===== src/rtl/cache_sched_pkg.sv =====
package cache_sched_pkg;
  typedef enum logic [1:0] {
    SLOT_IDLE   = 2'd0,
    SLOT_REPLAY = 2'd1,
    SLOT_FILL   = 2'd2,
    SLOT_CORE   = 2'd3
  } slot_kind_e;
endpackage


===== src/rtl/cache_addr_split.sv =====
module cache_addr_split #(
  parameter int ADDR_W = 8,
  parameter int OFF_W  = 1,
  parameter int BANK_W = 1,
  parameter int SET_W  = 2,
  localparam int TAG_W   = ADDR_W - OFF_W - BANK_W - SET_W,
  localparam int BANK_IW = (BANK_W > 0) ? BANK_W : 1,
  localparam int SET_IW  = (SET_W > 0) ? SET_W : 1,
  localparam int TAG_IW  = (TAG_W > 0) ? TAG_W : 1
) (
  input  logic [ADDR_W-1:0]  addr,
  output logic [BANK_IW-1:0] bank,
  output logic [SET_IW-1:0]  set_idx,
  output logic [TAG_IW-1:0]  line_tag
);
  generate
    if (OFF_W > 0) begin : g_off
      logic unused_off;
      assign unused_off = ^addr[OFF_W-1:0];
    end
    if (BANK_W > 0) begin : g_bank
      assign bank = addr[OFF_W +: BANK_W];
    end else begin : g_nobank
      assign bank = '0;
    end
    if (SET_W > 0) begin : g_set
      assign set_idx = addr[OFF_W+BANK_W +: SET_W];
    end else begin : g_noset
      assign set_idx = '0;
    end
    if (TAG_W > 0) begin : g_tag
      assign line_tag = addr[ADDR_W-1 -: TAG_W];
    end else begin : g_notag
      assign line_tag = '0;
    end
  endgenerate
endmodule


===== src/rtl/cache_bank_arb.sv =====
module cache_bank_arb
  import cache_sched_pkg::*;
#(
  parameter int N_IN    = 4,
  parameter int NB      = 2,
  parameter int LANES   = 2,
  parameter int CTAG_W  = 3,
  parameter int BANK_IW = 1,
  parameter int SET_IW  = 2,
  parameter int TAG_IW  = 4,
  localparam int ID_W   = (N_IN > 1) ? $clog2(N_IN) : 1,
  localparam int CNT_W  = $clog2(N_IN + 1)
) (
  input  logic                               wt_mode,
  input  logic [N_IN-1:0]                    core_valid,
  input  logic [N_IN-1:0]                    core_write,
  input  logic [N_IN-1:0][CTAG_W-1:0]        core_tag,
  input  logic [N_IN-1:0][BANK_IW-1:0]       core_bank,
  input  logic [N_IN-1:0][SET_IW-1:0]        core_set,
  input  logic [N_IN-1:0][TAG_IW-1:0]        core_ltag,
  input  logic [NB-1:0]                      replay_valid,
  input  logic [NB-1:0]                      fill_valid,
  input  logic [NB-1:0]                      mshr_full,
  output slot_kind_e [NB-1:0]                nx_kind,
  output logic [NB-1:0][SET_IW-1:0]          nx_set,
  output logic [NB-1:0][TAG_IW-1:0]          nx_tag,
  output logic [NB-1:0]                      nx_write,
  output logic [NB-1:0][LANES-1:0]           nx_lv,
  output logic [NB-1:0][LANES-1:0][ID_W-1:0] nx_lid,
  output logic [NB-1:0][LANES-1:0][CTAG_W-1:0] nx_ltag,
  output logic [N_IN-1:0]                    core_ready,
  output logic [CNT_W-1:0]                   stall_inc
);
  always_comb begin
    logic [BANK_IW-1:0] b;
    logic needs_entry;
    logic same_line;
    nx_set     = '0;
    nx_tag     = '0;
    nx_write   = '0;
    nx_lv      = '0;
    nx_lid     = '0;
    nx_ltag    = '0;
    core_ready = '0;
    stall_inc  = '0;
    b          = '0;
    for (int k = 0; k < NB; k++) begin
      if (replay_valid[k])    nx_kind[k] = SLOT_REPLAY;
      else if (fill_valid[k]) nx_kind[k] = SLOT_FILL;
      else                    nx_kind[k] = SLOT_IDLE;
    end
    for (int i = 0; i < N_IN; i++) begin
      b           = core_bank[i];
      needs_entry = !(core_write[i] && wt_mode);
      same_line   = (nx_set[b] == core_set[i]) && (nx_tag[b] == core_ltag[i])
                    && (nx_write[b] == core_write[i]);
      if (core_valid[i] && nx_kind[b] != SLOT_REPLAY && nx_kind[b] != SLOT_FILL) begin
        if (needs_entry && mshr_full[b]) begin
          stall_inc = stall_inc + CNT_W'(1);
        end else if (nx_kind[b] == SLOT_CORE) begin
          if (same_line && !nx_lv[b][i % LANES]) begin
            nx_lv[b][i % LANES]   = 1'b1;
            nx_lid[b][i % LANES]  = ID_W'(i);
            nx_ltag[b][i % LANES] = core_tag[i];
            core_ready[i]         = 1'b1;
          end
        end else begin
          nx_kind[b]            = SLOT_CORE;
          nx_set[b]             = core_set[i];
          nx_tag[b]             = core_ltag[i];
          nx_write[b]           = core_write[i];
          nx_lv[b][i % LANES]   = 1'b1;
          nx_lid[b][i % LANES]  = ID_W'(i);
          nx_ltag[b][i % LANES] = core_tag[i];
          core_ready[i]         = 1'b1;
        end
      end
    end
  end
endmodule


===== src/rtl/cache_req_sched.sv =====
module cache_req_sched
  import cache_sched_pkg::*;
#(
  parameter int N_IN    = 4,
  parameter int ADDR_W  = 8,
  parameter int OFF_W   = 1,
  parameter int BANK_W  = 1,
  parameter int SET_W   = 2,
  parameter int LANES   = 2,
  parameter int CTAG_W  = 3,
  parameter int STALL_W = 8,
  localparam int NB      = 1 << BANK_W,
  localparam int TAG_W   = ADDR_W - OFF_W - BANK_W - SET_W,
  localparam int BANK_IW = (BANK_W > 0) ? BANK_W : 1,
  localparam int SET_IW  = (SET_W > 0) ? SET_W : 1,
  localparam int TAG_IW  = (TAG_W > 0) ? TAG_W : 1,
  localparam int ID_W    = (N_IN > 1) ? $clog2(N_IN) : 1,
  localparam int CNT_W   = $clog2(N_IN + 1)
) (
  input  logic                                 clk,
  input  logic                                 rst_n,
  input  logic                                 wt_mode,
  input  logic [N_IN-1:0]                      core_valid,
  output logic [N_IN-1:0]                      core_ready,
  input  logic [N_IN-1:0][ADDR_W-1:0]          core_addr,
  input  logic [N_IN-1:0]                      core_write,
  input  logic [N_IN-1:0][CTAG_W-1:0]          core_tag,
  input  logic [NB-1:0]                        replay_valid,
  output logic [NB-1:0]                        replay_ready,
  input  logic [NB-1:0]                        fill_valid,
  output logic [NB-1:0]                        fill_ready,
  input  logic [NB-1:0]                        mshr_full,
  output logic [NB-1:0]                        bq_valid,
  output logic [NB-1:0][1:0]                   bq_kind,
  output logic [NB-1:0][SET_IW-1:0]            bq_set,
  output logic [NB-1:0][TAG_IW-1:0]            bq_tag,
  output logic [NB-1:0]                        bq_write,
  output logic [NB-1:0][LANES-1:0]             bq_lane_valid,
  output logic [NB-1:0][LANES-1:0][ID_W-1:0]   bq_lane_id,
  output logic [NB-1:0][LANES-1:0][CTAG_W-1:0] bq_lane_tag,
  output logic [STALL_W-1:0]                   stall_cnt
);
  logic [N_IN-1:0][BANK_IW-1:0] dec_bank;
  logic [N_IN-1:0][SET_IW-1:0]  dec_set;
  logic [N_IN-1:0][TAG_IW-1:0]  dec_tag;

  generate
    for (genvar i = 0; i < N_IN; i++) begin : g_split
      cache_addr_split #(
        .ADDR_W(ADDR_W), .OFF_W(OFF_W), .BANK_W(BANK_W), .SET_W(SET_W)
      ) u_split (
        .addr(core_addr[i]), .bank(dec_bank[i]),
        .set_idx(dec_set[i]), .line_tag(dec_tag[i])
      );
    end
  endgenerate

  slot_kind_e [NB-1:0]                nx_kind;
  logic [NB-1:0][SET_IW-1:0]          nx_set;
  logic [NB-1:0][TAG_IW-1:0]          nx_tag;
  logic [NB-1:0]                      nx_write;
  logic [NB-1:0][LANES-1:0]           nx_lv;
  logic [NB-1:0][LANES-1:0][ID_W-1:0] nx_lid;
  logic [NB-1:0][LANES-1:0][CTAG_W-1:0] nx_ltag;
  logic [CNT_W-1:0]                   stall_inc;

  cache_bank_arb #(
    .N_IN(N_IN), .NB(NB), .LANES(LANES), .CTAG_W(CTAG_W),
    .BANK_IW(BANK_IW), .SET_IW(SET_IW), .TAG_IW(TAG_IW)
  ) u_arb (
    .wt_mode(wt_mode), .core_valid(core_valid), .core_write(core_write),
    .core_tag(core_tag), .core_bank(dec_bank), .core_set(dec_set),
    .core_ltag(dec_tag), .replay_valid(replay_valid), .fill_valid(fill_valid),
    .mshr_full(mshr_full), .nx_kind(nx_kind), .nx_set(nx_set), .nx_tag(nx_tag),
    .nx_write(nx_write), .nx_lv(nx_lv), .nx_lid(nx_lid), .nx_ltag(nx_ltag),
    .core_ready(core_ready), .stall_inc(stall_inc)
  );

  assign replay_ready = '1;
  assign fill_ready   = ~replay_valid;

  always_ff @(posedge clk) begin
    if (!rst_n) begin
      bq_kind       <= '0;
      bq_set        <= '0;
      bq_tag        <= '0;
      bq_write      <= '0;
      bq_lane_valid <= '0;
      bq_lane_id    <= '0;
      bq_lane_tag   <= '0;
      stall_cnt     <= '0;
    end else begin
      for (int k = 0; k < NB; k++) bq_kind[k] <= nx_kind[k];
      bq_set        <= nx_set;
      bq_tag        <= nx_tag;
      bq_write      <= nx_write;
      bq_lane_valid <= nx_lv;
      bq_lane_id    <= nx_lid;
      bq_lane_tag   <= nx_ltag;
      stall_cnt     <= stall_cnt + STALL_W'(stall_inc);
    end
  end

  for (genvar k = 0; k < NB; k++) begin : g_valid
    assign bq_valid[k] = (bq_kind[k] != 2'd0);
  end


  no_stall_growth_chk: assert property (@(posedge clk) disable iff (!rst_n)
    !(|core_valid) |=> $stable(stall_cnt));

  ready_needs_valid_chk: assert property (@(posedge clk) disable iff (!rst_n)
    (core_ready & ~core_valid) == '0);

  generate
    for (genvar k = 0; k < NB; k++) begin : g_chk

      replay_first_chk: assert property (@(posedge clk) disable iff (!rst_n)
        replay_valid[k] |=> bq_kind[k] == 2'd1);

      fill_second_chk: assert property (@(posedge clk) disable iff (!rst_n)
        (fill_valid[k] && !replay_valid[k]) |=> bq_kind[k] == 2'd2);

      busy_bank_skip_chk: assert property (@(posedge clk) disable iff (!rst_n)
        (replay_valid[k] || fill_valid[k]) |=> bq_kind[k] != 2'd3);

      lanes_only_core_chk: assert property (@(posedge clk) disable iff (!rst_n)
        (bq_lane_valid[k] != '0) |-> bq_kind[k] == 2'd3);
    end
  endgenerate
endmodule


===== config.mk =====
export PLATFORM = sky130hd
export DESIGN_NAME = cache_req_sched
export DESIGN_NICKNAME = d
export VERILOG_FILES = /design/src/rtl/cache_sched_pkg.sv /design/src/rtl/cache_addr_split.sv /design/src/rtl/cache_bank_arb.sv /design/src/rtl/cache_req_sched.sv
export SDC_FILE = /design/constraint.sdc
export NUM_CORES = 1
export LEC_CHECK = 0
export ABC_AREA = 1
export BUFFER_PORTS_ARGS = -buffer_cell sky130_fd_sc_hd__buf_2
export CORE_MARGIN = 1.5
export CORE_UTILIZATION = 48
export DETAILED_ROUTE_END_ITERATION = 7
export GPL_ROUTABILITY_DRIVEN = 0
export GPL_TIMING_DRIVEN = 1
export PLACE_DENSITY = 0.78
export SLEW_MARGIN = 5
export SYNTH_ARGS = -nofsm -noshare
export SYNTH_HDL_FRONTEND = slang
export SYNTH_SLANG_ARGS = --single-unit

===== constraint.sdc =====
create_clock -name clk -period 4 [get_ports clk]
set_input_delay 0.6 -clock clk [delete_from_list [all_inputs] [get_ports clk]]
set_output_delay 0.6 -clock clk [all_outputs]
set_load 0.01 [all_outputs]

# == Word level (Yosys, flattened, before mapping) ==
# Cells that the tools add are included.
# word_totals
out_inout_bits,60
inputBits,61
reg_bits,50
word_cells,333
# op_classes
bitwise_logic,16
n_mux,221
order_cmp,8
reduce_logical,42
addsub,4
eq_ne,24
# ops
op,count
4-bit two-way mux,53
12-bit two-way mux,16
8-bit two-way mux,22
2-bit two-way mux,42
1-bit two-way mux,40
12-bit bitwise mux,3
1-bit logical AND,32
4-bit bitwise OR,8
4-bit demux with 1-bit select,7
3-bit two-way mux,9
8-bit bitwise mux,3
6-bit demux with 1-bit select,4
2-bit demux with 1-bit select,8
4-bit equality test,4
7-bit two-way mux,2
12-bit AND,1
4-bit bitwise mux,3
6-bit two-way mux,2
3-bit by 1-bit adder with 3-bit output (second input constant),3
8-bit by 3-bit adder with 8-bit output,1
4-bit AND,2
8-bit AND,1
2-bit equality test,4
2-bit equality test (second input constant),4
13 further kinds,41

# == Depth between registers and ports, before layout ==
# Gate-level depths: netlist of run 1.
# logic_depth
ltp_word,34
depth_mapped,38
mapped_depth_nobuf,38

# == By module ==
# A second synthesis of run 1 with hierarchy kept.
# unflattened
cells_unflattened,771
hier_area_um2,4359.2
# modules_own_cells
module,seq_area_each_um2,cells_each,area_each_um2,instances
cache_bank_arb,0.0,552,2534.9,1
cache_req_sched,1001.0,191,1614.0,1
cache_addr_split,0.0,7,52.6,4

# == Worst setup path before layout of run 1 ==
# No wires, ideal clock.
# synth_timing
kind,input to register
startpoint,input port replay_valid[0]
endpoint,register stall_cnt[7]
path_buffers,1
t_arrival_ns,3.968
setup_ns,0.128
path_stages,35
required_time_ns,3.872
slack_ns,-0.095
path_cell_list,inv_1 nand3_1 nand2_1 nor2_4 nand2_2 buf_6 nand3_1 nand2_1 nand2_1 nand2_2 nand3_2 nand3b_1 nand2_2 nand2_1 nand2_2 nand2_2 nor2_1 xor2_1 inv_1 ha_1 inv_1 nand2_1 o21ai_0 inv_1 ha_1 nand2_1 nor2_1 a211oi_1 nor2_1 inv_1 nor2_1 nand2_1 nor2_1 xnor2_1 nor2_1
# synth_via
elab_chain_cells,26
word_cells_on_any_way,51
cone_classes,add/sub: 4; eq/ne: 11; mux: 25; bitwise: 3; reduce/logical: 8
# synth_lines
element,line_no,source
"start, declared",cache_req_sched.sv:28,"input logic [NB-1:0] replay_valid,"
2-bit two-way mux (*),cache_bank_arb.sv:48,if (replay_valid[k]) nx_kind[k] = SLOT_REPLAY;
2-bit two-way mux (implied by the code) (2 in series),"cache_bank_arb.sv:57, cache_bank_arb.sv:60",
2-bit equality test / 2-bit by 1-bit inequality test with 1-bit output (equally long branches),"cache_bank_arb.sv:60, cache_bank_arb.sv:57",
4-bit two-way mux / 1-bit logical AND (equally long branches),"cache_bank_arb.sv:60, cache_bank_arb.sv:57",
4-bit two-way mux / 1-bit logical AND (equally long branches),"cache_bank_arb.sv:58, cache_bank_arb.sv:57",
4-bit two-way mux,cache_bank_arb.sv:57,if (core_valid[i] && nx_kind[b] != SLOT_REPLAY && nx_kind[b] != SLOT_FILL) begin
2-bit two-way mux (implied by the code) (2 in series),"cache_bank_arb.sv:57, cache_bank_arb.sv:60",
2-bit equality test / 2-bit by 1-bit inequality test with 1-bit output (equally long branches),"cache_bank_arb.sv:60, cache_bank_arb.sv:57",
[6 not listed],--,
4-bit two-way mux / 1-bit logical AND (equally long branches),"cache_bank_arb.sv:60, cache_bank_arb.sv:57",
4-bit two-way mux / 1-bit logical AND (equally long branches),"cache_bank_arb.sv:58, cache_bank_arb.sv:57",
4-bit two-way mux,cache_bank_arb.sv:57,
2-bit two-way mux (implied by the code) (2 in series),cache_bank_arb.sv:57,
2-bit by 1-bit inequality test with 1-bit output,cache_bank_arb.sv:57,
1-bit logical AND (2 in series),cache_bank_arb.sv:57,
3-bit two-way mux (*),cache_bank_arb.sv:57,
8-bit by 3-bit adder with 8-bit output (*),cache_req_sched.sv:100,stall_cnt <= stall_cnt + STALL_W'(stall_inc);
"end signal, assigned",cache_req_sched.sv:100,
"end, declared",cache_req_sched.sv:41,output logic [STALL_W-1:0] stall_cnt
# Every way passes the cells marked *; elsewhere a longest branch is shown, timed or not. The select of a mux whose other input is x is not followed.
# A chain may end at the register's enable or synchronous reset.

# == Worst setup path in the final report of run 1 ==
# layout_timing
startpoint,input port core_addr[1] (netlist name)
endpoint,register stall_cnt[7]
# layout_via
elab_chain_cells,27
word_cells_on_any_way,59
cone_classes,add/sub: 4; order compare: 2; eq/ne: 11; mux: 29; bitwise: 3; reduce/logical: 10
# layout_lines
element,line_no,source
"start, declared",cache_req_sched.sv:25,"input logic [N_IN-1:0][ADDR_W-1:0] core_addr,"
1-bit by 2-bit < comparator with 1-bit output (implied by the code) / 1-bit greater-or-equal comparator (equally long branches),cache_bank_arb.sv:68,nx_kind[b] = SLOT_CORE;
1-bit logical AND (implied by the code),cache_bank_arb.sv:68,
2-bit two-way mux (implied by the code),cache_bank_arb.sv:68,
2-bit demux with 1-bit select,--,
4-bit bitwise OR (no source line),--,
4-bit two-way mux,cache_bank_arb.sv:60,end else if (nx_kind[b] == SLOT_CORE) begin
4-bit two-way mux,cache_bank_arb.sv:58,if (needs_entry && mshr_full[b]) begin
4-bit two-way mux,cache_bank_arb.sv:57,
[9 not listed],--,
4-bit two-way mux / 1-bit logical AND (equally long branches),"cache_bank_arb.sv:60, cache_bank_arb.sv:57",
4-bit two-way mux / 1-bit logical AND (equally long branches),"cache_bank_arb.sv:58, cache_bank_arb.sv:57",
4-bit two-way mux,cache_bank_arb.sv:57,
2-bit two-way mux (implied by the code) (2 in series),cache_bank_arb.sv:57,
2-bit by 1-bit inequality test with 1-bit output,cache_bank_arb.sv:57,
1-bit logical AND (2 in series),cache_bank_arb.sv:57,
3-bit two-way mux (*),cache_bank_arb.sv:57,
8-bit by 3-bit adder with 8-bit output (*),cache_req_sched.sv:100,
# Marks and branches as above.

==> results of run 1 <==
[kinds of logic after synthesis]
| family | after synthesis | synth area share |
|---|---|---|
| other cells | 2 | 0.00190 |
| buf+inv | 126 | 0.132 |
| fa+ha+maj | 7 | 0.0241 |
| compound gates | 105 | 0.142 |
| xor+xnor | 15 | 0.0333 |
| simple gates | 396 | 0.433 |
| flops | 46 | 0.233 |
[metal layers]
layer / share of wire / vias to the layer above / track usage / routed length (um)
met3: 0.079 / 31 / 0.0340 / 978
met5: 0 / - / 0 / 0
met4: 0.024 / 0 / 0.0958 / 292
met1: 0.40 / 2197 / 0.335 / 4960
li1: - / 2501 / - / -
met2: 0.50 / 247 / 0.470 / 6130
[power by group through the flow]
| stage | Sequential, mW | Combinational, mW | Clock [mW] |
|---|---|---|---|
| after global routing | 0.498 | 0.623 | 0.298 |
| after floorplan | 0.520 | 0.279 | 0 |
| after global placement | 0.505 | 0.458 | 0 |
| after CTS | 0.495 | 0.491 | 0.281 |
| final | 0.495 | 0.564 | 0.274 |
| after detailed placement | 0.506 | 0.472 | 0 |
[state kept, by name, summed over array words and instances, names as in the netlist]
register,flops
bq_tag,8
bq_set,4
bq_lane_tag,12
bq_lane_id,5
bq_lane_valid,3
bq_kind,4
stall_cnt,8
bq_write,2
[layout make-up]
class                           instances  area (um^2)  area share
Tap cell                              102          128      0.0235
Multi-Input combinational cell        527         2780       0.511
Clock inverter                          1         7.51     0.00138
Inverter                               98          378      0.0695
Clock buffer                            6         72.6      0.0134
Sequential cell                        46          921       0.169
Timing Repair Buffer                  187         1150       0.212
[layout by cell type (no fill, tap or decap), types with 6 or more instances in the layout]
master / synthesis / layout
a21oi_2: 0 / 7
buf_2: 4 / 109
nand2_2: 12 / 18
inv_2: 4 / 8
inv_1: 91 / 85
buf_4: 8 / 75
nand2_4: 1 / 10
a21oi_1: 37 / 29
o21ai_2: 1 / 7
o21ai_0: 51 / 46
nand2_1: 227 / 212
nand3_1: 45 / 39
nand3_2: 4 / 6
dfxtp_1: 46 / 46
xor2_1: 13 / 12
nor2_1: 83 / 79
nor3_1: 8 / 8
nand3_4: 2 / 6
[stage by stage]
step                      worst slack [ns]  TNS, ns  cell area (um^2)  std cells   util
final                               -0.243   -0.574              5440        967  0.693
after global placement              -0.214   -0.520              4890        936  0.623
after CTS                          -0.0421  -0.0421              5060        952  0.645
after detailed placement            -0.402    -1.42              4890        936  0.623
after global routing                -0.549    -2.40              5440        967  0.693
after floorplan                    -0.0400  -0.0400              3970        699      -
[critical path, delay by kind of cell]
family / cells / cell delay (ns)
compound gates: 3 / 0.32
simple gates: 22 / 2.19
buf+inv: 6 / 0.39
xor+xnor: 2 / 0.30
fa+ha+maj: 2 / 0.55
[how the worst max path moves through the flow]
| stage | end | start | slack (ns) |
|---|---|---|---|
| floorplan | stall_cnt[7]$_SDFF_PN0_ | replay_valid[0] | -0.04 |
| global placement | stall_cnt[7]$_SDFF_PN0_ | core_addr[1] | -0.21 |
| detailed placement | stall_cnt[7]$_SDFF_PN0_ | core_addr[1] | -0.40 |
| CTS | stall_cnt[7]$_SDFF_PN0_ | core_addr[1] | -0.04 |
| global route | stall_cnt[7]$_SDFF_PN0_ | core_addr[1] | -0.55 |
| finish | stall_cnt[7]$_SDFF_PN0_ | core_addr[1] | -0.24 |
[timing repair]
item                                    CTS  global route
hold endpoints to repair                  0             0
setup buffers                             9            15
pin swaps                                 4            38
gates resized for setup                   6            74
endpoints found under the setup margin    2             8
==> flow_summary.toml, run 1 <==
[outcome]
run_status = "finished, violations left"
violations = "setup timing"

[power_and_ir_drop]
swShare = 0.368
p_total_mw = 1.33
combPwrFrac = 0.423
power.switching_mw = 0.491
peakVddDrop_mv = 0.146
seqPwrFrac = 0.371
clockPowerShare = 0.206
power_density_nw_per_um2 = 245
p_leak_nw = 3.07
p_int_mw = 0.843

[logic_synthesis]
synthDistinctLibCells = 41
yosys-top-cells-area = "dfxtp_1, nand2_1, inv_1"
syn-instance-count = 697
syn_avg_cell_area_um2 = 5.67
synth_common_cells = "nand2_1, inv_1, nor2_1, o21ai_0, dfxtp_1"
synth_seq_area_share = 0.233
synth-edff-count = 0
synthArstFlopShare = 0
synth_most_common_cell = "nand2_1"
synth_area_um2 = 3950
ys.flop_type = "dfxtp_1"
ys_seq_elements = 46
synth_top_area_frac = 0.233
ys.warnings.count = 0
yosys.area.top_type = "dfxtp_1"

[detailed_routing]
drc = 0
drt_iter0_drc = 338
vias_per_cell = 5.15
ant_nets = 0
vias = 4976
first_pass_iters = 5
wirelength_um = 12400
wl_per_cell_um = 12.8

[floorplanning]
core_area_um2 = 7850
die_h_um = 93.7
rows = 32
io_pins = 121
fp.dieArea_um2 = 8780
start_util = 0.503
fp.dieW_um = 93.7

[worst_setup_path]
cp_slowest_cell = "ha_1"
cpMostUsedCell = "nand2_1"
startpoint_type = "primary input"
rrSetupSlack_ns = 2.33
worstSetupEndpointType = "flop"
cp.required_ns = 4.17
cp.arrival_ns = 4.42
crit_fanout = 5
reg2reg_depth = 11
r2r-start = "stall_cnt[1]$_SDFF_PN0_"
path_class = "primary input to flop"
r2r-end = "stall_cnt[7]$_SDFF_PN0_"
cpPeakStageDelay_ns = 0.29

[grt]
grt_pass1_vias = 4552
grt_start_max_net_pins = 30
grt_usage = 0.268
antenna_found_initial = 0
grt_pass1_wl_um = 19400
gr-total-overflow = 0

[sta]
rsz0062_at_grt = "true"
setup_violations = 5
fmax_mhz = 236
worst_pin_slew_ns = 0.586
skew_ns = 0.00330
final_hold_viol_count = 0
post-route-period-util = 1.06
layout_setup_ws_ns = -0.243
drv_slew = 0
maxSlewHeadroom = 0.607
fin_crit_ns = 4.24
whs_ns = 0.508

[clocking]
cts-buffers-inserted = 5
cts_num_sinks = 46
cts_tree = "yes"
cts.htree.levels = 2
path_clk_slew_ns = 0.08
ctsLongestPathBuffers = 2
cts-root-buf = "clkbuf_8"
clk_latency_ns = 0.29
hold_buffers = 0

[layout]
syn_to_final_growth_pct = 37.6
nets = 933
antenna_cells = 0
final_layout_size_suffix_gt1_frac = 0.323
fillCellCount = 723

[place]
io_buffers = 112
dp_hpwl_um = 8820

[worst_hold_path]
whs_endpoint = "stall_cnt[3]$_SDFF_PN0_"
hold_depth = 2
hp-start = "stall_cnt[3]$_SDFF_PN0_"
hold_class = "flop to flop"

[flow_run]
drv_cap = 0
Power figures use the tool's default switching activity.
==> inputs of run 2 (changes only) <==
--- a/config.mk
+++ b/config.mk
@@ -8,11 +8,11 @@
 export ABC_AREA = 1
 export BUFFER_PORTS_ARGS = -buffer_cell sky130_fd_sc_hd__buf_2
 export CORE_MARGIN = 1.5
-export CORE_UTILIZATION = 48
+export CORE_UTILIZATION = 40
 export DETAILED_ROUTE_END_ITERATION = 7
 export GPL_ROUTABILITY_DRIVEN = 0
 export GPL_TIMING_DRIVEN = 1
-export PLACE_DENSITY = 0.78
+export PLACE_DENSITY = 0.67
 export SLEW_MARGIN = 5
 export SYNTH_ARGS = -nofsm -noshare
 export SYNTH_HDL_FRONTEND = slang
==> run 2 against run 1 <==
Compared with the run above: the flow now finishes without violations; count of clock-buffer cells in the layout did not move; final area rose by 3.5%; final cell count rose by 3.9%.
==> flow_summary.toml, run 2 (synthesized netlist as in run 1, its figures left out) <==
[layout]
largestRegisters = "bq_lane_tag: 12 flops, bq_tag: 8 flops, stall_cnt: 8 flops"
final_util = 0.581
syn_to_final_growth_pct = 42.4
antenna_cells = 0
stdcell_count = 1005
final_common_cell = "nand2_1"
largest_register_ff_count = 12
largest_register = "bq_lane_tag"
final_cell_mix = "nand2_1, buf_2, inv_1, buf_4, nor2_1"
nets = 940
final_layout_size_suffix_gt1_frac = 0.350

[place]
place_inst = 971
dp_hpwl_um = 9150
io_buffers = 112

[worst_setup_path]
cpPeakStageDelay_ns = 0.18
cpMostUsedCell = "buf_4"
cp.required_ns = 3.40
worstSetupEndpointType = "primary output"
path_class = "primary input to primary output"
cp.arrival_ns = 3.40
crit_fanout = 5
cp_slowest_cell = "nor2_4"
startpoint_type = "primary input"

[power_and_ir_drop]
power_density_nw_per_um2 = 239
p_leak_nw = 3.11
peakVddDrop_mv = 0.172
p_total_mw = 1.35

[sta]
whs_ns = 0.519
rsz0062_at_grt = "true"
drv_slew = 0
worst_pin_slew_ns = 0.588
setup_violations = 0
final.setup.tns_ns = 0
fin_crit_ns = 4.00
fmax_mhz = 250
final_hold_viol_count = 0
post-route-period-util = 0.999
skew_ns = 0.00155
maxSlewHeadroom = 0.606

[floorplanning]
core_area_um2 = 9680
rows = 36
start_util = 0.408
fp.dieArea_um2 = 10500
fp.dieW_um = 102
io_pins = 121
die_h_um = 102

[clocking]
ctsLongestPathBuffers = 2
clk_latency_ns = 0.29
cts-buffers-inserted = 5
cts_num_sinks = 46
path_clk_slew_ns = 0.08
cts_tree = "yes"
cts-root-buf = "clkbuf_8"
cts.htree.levels = 2

[detailed_routing]
drt_iter0_drc = 220
wirelength_um = 12300
drc = 0
vias_per_cell = 4.83
ant_nets = 0
vias = 4855
wl_per_cell_um = 12.3
first_pass_iters = 5

[grt]
antenna_found_initial = 0
grt_start_max_net_pins = 29
gr-total-overflow = 0
grt_pass1_vias = 4379
grt_pass1_wl_um = 19300
grt_usage = 0.228

[flow_run]
drv_cap = 0

[worst_hold_path]
hold_class = "flop to flop"

[outcome]
run_status = "finished clean"
[run 2: cell types whose count changed in the layout (fill, tap and decap cells not counted), moves of 3 or more]
cell / previous run / this run
nand3_2: 6 / 11
inv_2: 8 / 11
inv_1: 85 / 82
nand3_1: 39 / 36
a21oi_1: 29 / 25
buf_4: 75 / 81
nor2_1: 79 / 75
nand2_2: 18 / 23
nand2_1: 212 / 207
[run 2: power by group]
part	leakage (nW)	switching [mW]	internal [mW]
Combinational	2.70	0.327	0.246
Sequential	0.374	0.0115	0.485
Clock	0.0373	0.156	0.120
[run 2: repair_timing]
| action | in CTS | in global routing |
|---|---|---|
| hold buffers | 0 | 0 |
| buffers inserted | 21 | 7 |
| setup endpoints to repair | 2 | 9 |
| resized for setup | 39 | 66 |
| pin swaps | 30 | 35 |
[run 2: path summary, 6_finish.rpt]
kind,slack [ns],start,cells past startpoint,end
min,0.52,stall_cnt[6]$_SDFF_PN0_,2,stall_cnt[6]$_SDFF_PN0_
max reg2reg,2.38,stall_cnt[0]$_SDFF_PN0_,11,stall_cnt[6]$_SDFF_PN0_
max,0.005,core_addr[1],27,core_ready[2]
min reg2reg,0.52,stall_cnt[6]$_SDFF_PN0_,2,stall_cnt[6]$_SDFF_PN0_
[run 2: metal layers]
metal  vias to the layer above  track usage  part of all wire  wire length, um
li1                       2513            -                 -                -
met2                       145        0.416              0.51             6300
met4                         0       0.0569             0.012              148
met3                        12       0.0349             0.059              731
met1                      2185        0.278              0.42             5170
met5                         -            0                 0                0
[run 2: through the flow]
stage | setup WS [ns] | cell area [um^2]
5_1_grt | -0.303 | 5620
2_1_floorplan | -0.0400 | 3970
3_3_place_gp | -0.233 | 4960
3_5_place_dp | -0.350 | 4960
4_1_cts | -0.0286 | 5340
6_report | 0.00459 | 5620
[run 2: cell type report]
type                    instances  area, um^2
clock inverters                 1        7.51
repair buffers                194        1210
multi-input cells             527        2860
flip-flops and latches         46         921
well taps                     133         166
inverters                      98         378
fillers                       960        4060
clock buffers                   6        72.6
[run 2: worst max-delay path: cells and delay by family]
kind                   cells  cell delay [ns]
AO/OA/AOI/OAI              1             0.17
buffers and inverters     13             1.43
AND/OR/NAND/NOR           13             1.20
==> inputs of run 3 (changes only) <==
--- a/config.mk
+++ b/config.mk
@@ -5,14 +5,13 @@
 export SDC_FILE = /design/constraint.sdc
 export NUM_CORES = 1
 export LEC_CHECK = 0
-export ABC_AREA = 1
 export BUFFER_PORTS_ARGS = -buffer_cell sky130_fd_sc_hd__buf_2
 export CORE_MARGIN = 1.5
 export CORE_UTILIZATION = 40
 export DETAILED_ROUTE_END_ITERATION = 7
 export GPL_ROUTABILITY_DRIVEN = 0
 export GPL_TIMING_DRIVEN = 1
-export PLACE_DENSITY = 0.67
+export PLACE_DENSITY = 0.69
 export SLEW_MARGIN = 5
 export SYNTH_ARGS = -nofsm -noshare
 export SYNTH_HDL_FRONTEND = slang
==> run 3 against run 2 <==
Compared with the run above: area after synthesis down 15%; synthesized cell count down 40%; sequential share of layout area up 5.1 points; worst hold slack worse by 0.0033 ns; maximum frequency up 2.7%; critical path depth down 16; clock power up 25%; wire length down 21%; flip-flop and latch count unchanged; final area down 24%; setup slack better by 0.10 ns; global-route usage down 1.2 points; highest routed layer unchanged.
==> flow_summary.toml, run 3 <==
[outcome]
run_status = "finished clean"

[worst_setup_path]
rrSetupSlack_ns = 2.35
cp.arrival_ns = 3.29
worstSetupEndpointType = "primary output"
cp.required_ns = 3.40
r2r-start = "stall_cnt[0]$_SDFF_PN0_"
cpMostUsedCell = "buf_2"
crit_fanout = 8
cp_slowest_cell = "a2111o_1"
startpoint_type = "primary input"
r2r-end = "stall_cnt[6]$_SDFF_PN0_"
path_class = "primary input to primary output"
cpPeakStageDelay_ns = 0.41
cp_cell_sequence = "buf_2 -> a21bo_2 -> and4_1 -> o41ai_4 -> buf_4 -> a21boi_2 -> or3_1 -> a2111o_1 -> a2111oi_4 -> o21a_1 -> buf_2"
reg2reg_depth = 7

[logic_synthesis]
synth_seq_area_share = 0.275
synth_area_um2 = 3350
synthDistinctLibCells = 68
ys.warnings.count = 0
syn_avg_cell_area_um2 = 8.07
syn-instance-count = 415
synth_most_common_cell = "dfxtp_1"
yosys.area.top_type = "dfxtp_1"
ys_seq_elements = 46
synth_common_cells = "dfxtp_1, nor2_1, nand2_1, a21oi_1, inv_1"
ys.flop_type = "dfxtp_1"
synth-edff-count = 0
synthArstFlopShare = 0
yosys-top-cells-area = "dfxtp_1, xnor2_1, nor2_1"
synth_top_area_frac = 0.275

[clocking]
cts.htree.levels = 2
ctsLongestPathBuffers = 2
cts-buffers-inserted = 5
cts_tree = "yes"
cts_num_sinks = 46
cts-root-buf = "clkbuf_8"
clk_latency_ns = 0.30
path_clk_slew_ns = 0.09

[floorplanning]
rows = 33
fp.dieArea_um2 = 8930
fp.dieW_um = 94.5
core_area_um2 = 8180
io_pins = 121
die_h_um = 94.5
start_util = 0.410

[grt]
grt_usage = 0.216
grt_pass1_vias = 3230
gr-total-overflow = 0
grt_pass1_wl_um = 15400
antenna_found_initial = 0
grt_start_max_net_pins = 33

[sta]
post-route-period-util = 0.973
fmax_mhz = 257
fin_crit_ns = 3.89
worst_pin_slew_ns = 0.970
setup_violations = 0
drv_slew = 0
rsz0062_at_grt = "false"
final_hold_viol_count = 0
maxSlewHeadroom = 0.349
skew_ns = 0.00152

[power_and_ir_drop]
power_density_nw_per_um2 = 253
clockPowerShare = 0.318
combPwrFrac = 0.243
swShare = 0.292
power.switching_mw = 0.315
p_leak_nw = 2.01
p_total_mw = 1.08
peakVddDrop_mv = 0.124
p_int_mw = 0.766
seqPwrFrac = 0.439

[worst_hold_path]
hold_class = "flop to flop"
hp-start = "stall_cnt[7]$_SDFF_PN0_"
whs_endpoint = "stall_cnt[7]$_SDFF_PN0_"
hold_depth = 2

[detailed_routing]
drt_iter0_drc = 232
vias_per_cell = 5.49
ant_nets = 0
drc = 0
vias = 3553
wirelength_um = 9720
first_pass_iters = 4
wl_per_cell_um = 15.0

[place]
dp_hpwl_um = 7750
place_area_um2 = 4140
io_buffers = 112

[layout]
design_area_um2 = 4280
final_common_cell = "buf_2"
nets = 609
largest_register = "bq_lane_tag"
syn_to_final_growth_pct = 27.7
largest_register_ff_count = 12
fillCellCount = 820
final_layout_size_suffix_gt1_frac = 0.332
final_cell_mix = "buf_2, dfxtp_1, nor2_1, buf_4, nand2_1"
antenna_cells = 0
largestRegisters = "bq_lane_tag: 12 flops, bq_tag: 8 flops, stall_cnt: 8 flops"

[flow_run]
drv_cap = 0
run 3: changes by cell type after synthesis, moves of 11 or more:
cell / before / now
a21oi_1: 37 / 23
inv_1: 91 / 22
nand2_1: 227 / 34
nand2_2: 12 / 0
nand3_1: 45 / 21
nor2_1: 83 / 40
o21ai_0: 51 / 12
o31ai_1: 0 / 11
xnor2_1: 2 / 19
run 3: through the flow:
stage               TNS [ns]  cells  hold WS [ns]  utilization  setup slack, ns
floorplan                  0    417         0.544            -            0.131
global placement     -0.0131    639         0.496        0.507          -0.0131
detailed placement   -0.0902    639         0.500        0.507          -0.0761
CTS                        0    647         0.522        0.520           0.0550
global route               0    647         0.547        0.523          0.00395
finish                     0    647         0.515        0.523            0.109
run 3: power by group through the flow:
stage	Sequential (mW)	Combinational, mW	Clock, mW
6_report	0.474	0.263	0.344
5_1_grt	0.475	0.290	0.364
4_1_cts	0.474	0.259	0.348
3_5_place_dp	0.485	0.258	0
3_3_place_gp	0.485	0.253	0
2_1_floorplan	0.491	0.145	0
run 3: cell type report:
type / count / area, um^2 / share of cell area
Tap cell: 105 / 131 / 0.0307
Timing Repair Buffer: 147 / 823 / 0.192
Inverter: 23 / 86.3 / 0.0202
Sequential cell: 46 / 921 / 0.215
Clock buffer: 6 / 72.6 / 0.0170
Multi-Input combinational cell: 318 / 2210 / 0.516
Clock inverter: 2 / 37.5 / 0.00877
run 3: worst max-delay path by stage:
stage                      start                 endpoint  slack, ns  depth (start not counted)
CTS                 core_addr[9]            core_ready[3]       0.06                         11
finish              mshr_full[1]            core_ready[3]       0.11                         11
global placement    core_addr[1]  stall_cnt[7]$_SDFF_PN0_      -0.01                         17
detailed placement  core_addr[1]  stall_cnt[7]$_SDFF_PN0_      -0.08                         17
floorplan           core_addr[9]            core_ready[3]       0.13                         10
global route        mshr_full[1]            core_ready[3]      0.004                         11
run 3: routing by layer:
| layer | vias to the layer above | GRT usage | share of wire |
|---|---|---|---|
| met3 | 12 | 0.0258 | 0.065 |
| met5 | - | 0 | 0 |
| met2 | 139 | 0.353 | 0.45 |
| met1 | 1638 | 0.297 | 0.47 |
| li1 | 1764 | - | - |
| met4 | 0 | 0.0647 | 0.016 |
run 3: cell families after synthesis:
logic type | synth area share
other | 0.00224
buffers and inverters | 0.0765
muxes | 0.0373
DFF | 0.275
and+or+nand+nor | 0.215
xor gates and xnor gates | 0.0784
AOI/OAI and AO/OA | 0.288
adders and majority gates | 0.0284
run 3: timing repair:
action / 4_1_cts / 5_1_grt
resized for setup: 0 / 7
setup buffers: 0 / 0
endpoints found under the setup margin: 0 / 2
hold buffers: 0 / 0
run 3: critical path, delay by kind of cell:
family	cells	cell delay, ns
AO/OA/AOI/OAI	6	1.63
AND/OR/NAND/NOR	2	0.56
buffers and inverters	3	0.51
